===== src/rtl/ti_pkg.sv =====
package ti_pkg;

  // Divider ratio for a given rate select: base ticks doubled per step.
  function automatic int unsigned rate_divisor(input logic [2:0] sel,
                                               input int unsigned base);
    return base << sel;
  endfunction

endpackage


===== src/rtl/ti_timebase.sv =====
module ti_timebase #(
  parameter int TS_W     = 32,
  parameter int BASE_DIV = 50,
  parameter int DIV_W    = 14
) (
  input  logic            clk,
  input  logic            rst_n,
  input  logic [2:0]      rate_sel,
  output logic [TS_W-1:0] ts,
  output logic            stb
);
  logic [DIV_W-1:0] div_cnt;
  logic [DIV_W-1:0] div_last;

  assign div_last = DIV_W'(ti_pkg::rate_divisor(rate_sel, BASE_DIV) - 32'd1);
  assign stb      = (div_cnt == div_last);

  always_ff @(posedge clk or negedge rst_n) begin
    if (!rst_n) begin
      ts      <= '0;
      div_cnt <= '0;
    end else begin
      ts <= ts + 1'b1;
      if (div_cnt >= div_last) div_cnt <= '0;
      else                     div_cnt <= div_cnt + 1'b1;
    end
  end

  AST_STB_SINGLE: assert property (@(posedge clk) disable iff (!rst_n)
    stb |=> !stb);

endmodule


===== src/rtl/ti_trig_sync.sv =====
module ti_trig_sync (
  input  logic clk,
  input  logic rst_n,
  input  logic trig_in,
  output logic evt
);
  logic meta_q, sync_q, prev_q;

  always_ff @(posedge clk or negedge rst_n) begin
    if (!rst_n) begin
      meta_q <= 1'b0;
      sync_q <= 1'b0;
      prev_q <= 1'b0;
    end else begin
      meta_q <= trig_in;
      sync_q <= meta_q;
      prev_q <= sync_q;
    end
  end

  assign evt = sync_q & ~prev_q;

  AST_EVT_PULSE: assert property (@(posedge clk) disable iff (!rst_n)
    evt |=> !evt);

endmodule


===== src/rtl/ti_accum.sv =====
module ti_accum #(
  parameter int SAMPLE_W = 18,
  parameter int SUM_W    = 48,
  parameter int CNT_W    = 24,
  parameter int TS_W     = 32,
  parameter int RES_W    = 16
) (
  input  logic                clk,
  input  logic                rst_n,
  input  logic                en,
  input  logic                stb,
  input  logic [SAMPLE_W-1:0] sample,
  input  logic                evt,
  input  logic [TS_W-1:0]     ts,
  input  logic                out_ready,
  output logic                out_valid,
  output logic [SUM_W-1:0]    out_sum,
  output logic [CNT_W-1:0]    out_cnt,
  output logic [TS_W-1:0]     out_ts,
  output logic [RES_W-1:0]    out_tau_a,
  output logic [RES_W-1:0]    out_tau_b,
  output logic                overrun
);
  localparam int EXT_W = SUM_W - SAMPLE_W;

  function automatic logic [SUM_W-1:0] widen(input logic [SAMPLE_W-1:0] s);
    return {{EXT_W{s[SAMPLE_W-1]}}, s};
  endfunction

  logic              armed;
  logic [SUM_W-1:0]  acc_sum;
  logic [CNT_W-1:0]  acc_cnt;
  logic [TS_W-1:0]   open_ts, first_ts, last_ts;

  logic [SUM_W-1:0]  cur_sum;
  logic [CNT_W-1:0]  cur_cnt;
  logic [TS_W-1:0]   first_c, last_c;
  logic [RES_W-1:0]  tau_a_c, tau_b_c;
  logic              close_evt, rec_load, rec_drop;

  always_comb begin
    cur_sum   = acc_sum + (stb ? widen(sample) : '0);
    cur_cnt   = acc_cnt + {{(CNT_W-1){1'b0}}, stb};
    first_c   = (stb && acc_cnt == '0) ? ts : first_ts;
    last_c    = stb ? ts : last_ts;
    tau_a_c   = (cur_cnt == '0) ? '0 : RES_W'(first_c - open_ts);
    tau_b_c   = (cur_cnt == '0) ? '0 : RES_W'(ts - last_c);
    close_evt = evt & armed & en;
    rec_load  = close_evt & (~out_valid | out_ready);
    rec_drop  = close_evt & out_valid & ~out_ready;
  end

  always_ff @(posedge clk or negedge rst_n) begin
    if (!rst_n) begin
      armed    <= 1'b0;
      acc_sum  <= '0;
      acc_cnt  <= '0;
      open_ts  <= '0;
      first_ts <= '0;
      last_ts  <= '0;
    end else if (!en) begin
      armed   <= 1'b0;
      acc_sum <= '0;
      acc_cnt <= '0;
    end else if (evt) begin
      armed   <= 1'b1;
      open_ts <= ts;
      acc_sum <= '0;
      acc_cnt <= '0;
    end else if (stb) begin
      acc_sum  <= cur_sum;
      acc_cnt  <= cur_cnt;
      first_ts <= first_c;
      last_ts  <= last_c;
    end
  end

  always_ff @(posedge clk or negedge rst_n) begin
    if (!rst_n) begin
      out_valid <= 1'b0;
      out_sum   <= '0;
      out_cnt   <= '0;
      out_ts    <= '0;
      out_tau_a <= '0;
      out_tau_b <= '0;
      overrun   <= 1'b0;
    end else begin
      if (rec_load) begin
        out_valid <= 1'b1;
        out_sum   <= cur_sum;
        out_cnt   <= cur_cnt;
        out_ts    <= ts;
        out_tau_a <= tau_a_c;
        out_tau_b <= tau_b_c;
      end else if (out_ready) begin
        out_valid <= 1'b0;
      end
      if (rec_drop)  overrun <= 1'b1;
      else if (!en)  overrun <= 1'b0;
    end
  end

  AST_HOLD_REC: assert property (@(posedge clk) disable iff (!rst_n)
    (out_valid && !out_ready) |=> (out_valid && $stable(out_sum) &&
                                   $stable(out_cnt) && $stable(out_ts)));
  AST_ARM_SILENT: assert property (@(posedge clk) disable iff (!rst_n)
    (evt && !armed && !out_valid) |=> !out_valid);
  AST_OVERRUN_SET: assert property (@(posedge clk) disable iff (!rst_n)
    rec_drop |=> overrun);
  AST_TAUB_COINCIDE: assert property (@(posedge clk) disable iff (!rst_n)
    (rec_load && stb) |=> (out_tau_b == '0));

endmodule


===== src/rtl/trig_integrator.sv =====
module trig_integrator #(
  parameter int SAMPLE_W = 18,
  parameter int SUM_W    = 48,
  parameter int CNT_W    = 24,
  parameter int TS_W     = 32,
  parameter int RES_W    = 16,
  parameter int BASE_DIV = 50
) (
  input  logic                clk,
  input  logic                rst_n,
  input  logic                en,
  input  logic [2:0]          rate_sel,
  input  logic                trig_in,
  output logic                sample_stb,
  input  logic [SAMPLE_W-1:0] adc_data,
  output logic                rec_valid,
  input  logic                rec_ready,
  output logic [SUM_W-1:0]    rec_sum,
  output logic [CNT_W-1:0]    rec_count,
  output logic [TS_W-1:0]     rec_ts,
  output logic [RES_W-1:0]    rec_tau_a,
  output logic [RES_W-1:0]    rec_tau_b,
  output logic                overrun
);
  localparam int DIV_W = $clog2(BASE_DIV * 128) + 1;

  logic [TS_W-1:0] ts_now;
  logic            trig_evt;

  ti_timebase #(.TS_W(TS_W), .BASE_DIV(BASE_DIV), .DIV_W(DIV_W)) u_tb (
    .clk(clk), .rst_n(rst_n), .rate_sel(rate_sel), .ts(ts_now), .stb(sample_stb)
  );

  ti_trig_sync u_sync (
    .clk(clk), .rst_n(rst_n), .trig_in(trig_in), .evt(trig_evt)
  );

  ti_accum #(.SAMPLE_W(SAMPLE_W), .SUM_W(SUM_W), .CNT_W(CNT_W),
             .TS_W(TS_W), .RES_W(RES_W)) u_acc (
    .clk(clk), .rst_n(rst_n), .en(en), .stb(sample_stb), .sample(adc_data),
    .evt(trig_evt), .ts(ts_now), .out_ready(rec_ready), .out_valid(rec_valid),
    .out_sum(rec_sum), .out_cnt(rec_count), .out_ts(rec_ts),
    .out_tau_a(rec_tau_a), .out_tau_b(rec_tau_b), .overrun(overrun)
  );

endmodule


===== config.mk =====
export PLATFORM = sky130hd
export DESIGN_NAME = trig_integrator
export DESIGN_NICKNAME = d
export VERILOG_FILES = /design/src/rtl/ti_pkg.sv /design/src/rtl/ti_timebase.sv /design/src/rtl/ti_trig_sync.sv /design/src/rtl/ti_accum.sv /design/src/rtl/trig_integrator.sv
export SDC_FILE = /design/constraint.sdc
export NUM_CORES = 1
export LEC_CHECK = 0
export CORE_MARGIN = 2
export CORE_UTILIZATION = 40
export DETAILED_ROUTE_END_ITERATION = 7
export PLACE_DENSITY = 0.64
export SLEW_MARGIN = 10
export SYNTH_ARGS = -nofsm -noshare
export SYNTH_HDL_FRONTEND = slang
export SYNTH_SLANG_ARGS = --single-unit

===== constraint.sdc =====
create_clock -name clk -period 5.7 [get_ports clk]
set_input_delay 0.57 -clock clk [delete_from_list [all_inputs] [get_ports clk]]
set_output_delay 0.57 -clock clk [all_outputs]
set_load 0.01 [all_outputs]

==> impl_metrics.ini <==
[route]
drc = 0
vias = 15231
ant_nets = 0
viasPerCell = 5.214
drt-total-wl_um = 49020
drtIter0Drc = 808
wl_per_cell_um = 16.78
dr.pass1.iters = 5

[logic_synthesis]
ys_warn_count = 0
synthesis.nets = 2134
synth_ff_type = dfrtp_1
netlist.area_leader.share = 0.4303
synth.area.top_cells = dfrtp_1, nand2_1, xnor2_1, ha_1, nor2_1
synth_cell_types = 78
synth-edff-count = 0
ys_seq_area_frac = 0.4303
synth_top_area_cell = dfrtp_1
postSynthAreaPerCell_um2 = 8.797
postSynthCellCount = 2036
synth_async_sr_flop_share = 1.000
netlist_top_cells_count = nand2_1, dfrtp_1, nor2_1
netlist_area_um2 = 17910
yosysMostFrequentCell = nand2_1
yosys_register_bits = 308

[timing]
tns_ps = 0
worstMarginPinSlew_ps = 936.5
relSlewSlack = 0.3747
fin_crit_sh = 0.9320
rsz0062_at_grt = no
finalHoldViolCount = 0
setup_viol = 0
max_freq_mhz = 188.2
slew_violations = 0
period_needed_ps = 5312
skew_ps = 21.06
whs_ps = 60.76

[final_layout]
multi_input_area_um2 = 9589
area_growth_syn_to_layout_pct = 26.23
drive_above_1_share = 0.1503
fin_area_um2 = 22610
seqCellArea_um2 = 7707
utilization = 0.5112
layout.nets = 2402
final.fill_count = 4136
n_antenna_cell = 0

[pwr]
vdd_ir_drop_max_mv = 0.1780
powerDensity_nw_per_um2 = 223.5
leakagePower_uw = 0.01040
power_uw = 5053

[worst_setup_path]
crit_arrival_ps = 5780
required_ps = 6160
reg2reg_to = u_acc.acc_sum[34]$_DFFE_PN0P_
r2r_setup_slack_ps = 1030
end_kind = flop
criticalPathCategory = in2reg
r2r-start = u_tb.div_cnt[7]$_DFF_PN0_
critPathMaxFanout = 10
r2r_cells = 20
critPathLaunchType = input port

[floorplan]
core_area_um2 = 44220
die-area_um2 = 46480
ios = 165
initial_core_util = 0.4050
rows = 77
die_y_um = 215.6
die_x_um = 215.6

[global_routing]
grt_pass1_vias = 15356
grt_first_pass_wirelength_um = 80760
grt.overflow.total = 0
grt_usage = 0.2129
antenna_found_initial = 0
grt_start_max_net_pins = 137

[clock_tree]
cts_sinks = 308
cts_tree = yes
cts_root_buffer = clkbuf_16
clock_path_buffers = 3
clk_latency_ps = 560
numCtsBuffers = 37
clk_pin_slew_worst_paths_ps = 60
cts_hold_buffers = 0
cts_htree_levels = 2

[job]
drv_cap = 0

[placed_design]
dpl.hpwl_um = 35720
portBuffers = 164
place_congestion = 0.9132
placed_area_um2 = 21340

[hold_path]
hold_class = in2async

[run_status]
outcome = completed
cell type report:
class | count | share of cell area
Tap cell | 592 | 0.03277
Timing Repair Buffer | 364 | 0.1406
Inverter | 48 | 0.008191
Sequential cell | 308 | 0.3409
Clock inverter | 7 | 0.005037
Clock buffer | 57 | 0.04832
Multi-Input combinational cell | 1545 | 0.4242
stage by stage:
step | setup WS, ps | cells
4_1_cts | 11.38 | 2920
6_report | 387.8 | 2921
2_1_floorplan | 5.653 | 2036
5_1_grt | 16.13 | 2921
3_5_place_dp | -500.9 | 2856
3_3_place_gp | -370.8 | 2856
worst max-delay path, stage by stage:
cell and delay (ps):
clkdlybuf4s50_1 580, nor2_1 60, a32oi_1 200, nand2_1 70, o21ai_0 90, o311ai_1 140, ha_1 290, nand4_1 140
or4_4 570, clkinv_4 110, and2_1 140, ha_2 170, inv_1 50, fa_1 410, nor2b_2 150, o31a_1 220
o221ai_2 140, a31oi_1 220, buf_4 180, buf_4 130, o21ai_1 80, a21oi_2 250, o22ai_1 140, mux2i_2 200
or3_1 320, a21oi_1 150
registers in the layout, indices dropped and copies added (netlist names):
name	flops
u_acc.out_sum	48
u_acc.open_ts	16
u_acc.acc_cnt	24
u_acc.out_cnt	24
u_acc.out_ts	32
u_tb.ts	32
u_acc.overrun	1
u_acc.armed	1
u_acc.out_tau_b	16
u_sync.sync_q	1
u_acc.last_ts	16
u_acc.acc_sum	48
u_sync.meta_q	1
u_acc.out_tau_a	16
u_acc.out_valid	1
u_acc.first_ts	16
u_sync.prev_q	1
u_tb.div_cnt	14
power breakdown:
group | internal (uW) | total, uW | switching [uW]
clock | 1410 | 2360 | 951
sequential | 2240 | 2290 | 49.3
combinational | 179 | 403 | 224
total | 3830 | 5050 | 1220
routing by layer:
layer | part of all wire | vias up | global-route usage
met4 | 0.027 | 0 | 0.07080
met1 | 0.45 | 7378 | 0.2812
met5 | 0 | - | 0
met2 | 0.48 | 261 | 0.3582
met3 | 0.040 | 72 | 0.03129
li1 | - | 7520 | -
what timing repair did:
item	CTS	global route
buffers inserted	0	1
gates resized for setup	0	15
hold endpoints to repair	0	0
setup endpoints to repair	0	89
kinds of logic (layout without fill, tap and decap cells):
logic type | count (synthesis) | in the layout | share of synthesized area
compound gates | 353 | 353 | 0.1206
xor+xnor | 175 | 175 | 0.08558
fa+ha+maj | 72 | 72 | 0.05156
buf+inv | 183 | 476 | 0.04136
flops | 308 | 308 | 0.4303
mux | 80 | 80 | 0.04827
other cells | 1 | 1 | 0.0002094
simple gates | 864 | 864 | 0.2221
cells in the final DEF, fill, tap and decap left out, types with 64 or more instances in the layout:
cell / n
dfrtp_1: 308
ha_1: 64
xnor2_1: 100
o21ai_0: 126
nand2_1: 370
xor2_1: 75
clkdlybuf4s50_1: 161
a21oi_1: 84
buf_4: 198
nor2_1: 182
worst max-delay path by stage:
stage | from | endpoint | slack [ps]
5_1_grt | rate_sel[2] | u_acc.acc_sum[34]$_DFFE_PN0P_ | 20
6_report | rate_sel[2] | u_acc.acc_sum[34]$_DFFE_PN0P_ | 390
4_1_cts | rate_sel[1] | u_acc.acc_sum[34]$_DFFE_PN0P_ | 10
3_3_place_gp | rate_sel[0] | u_acc.acc_sum[34]$_DFFE_PN0P_ | -370
2_1_floorplan | rate_sel[1] | u_acc.out_tau_a[9]$_DFFE_PN0P_ | 6
3_5_place_dp | rate_sel[1] | u_acc.acc_sum[34]$_DFFE_PN0P_ | -500
(Power assumes the default switching activity.)
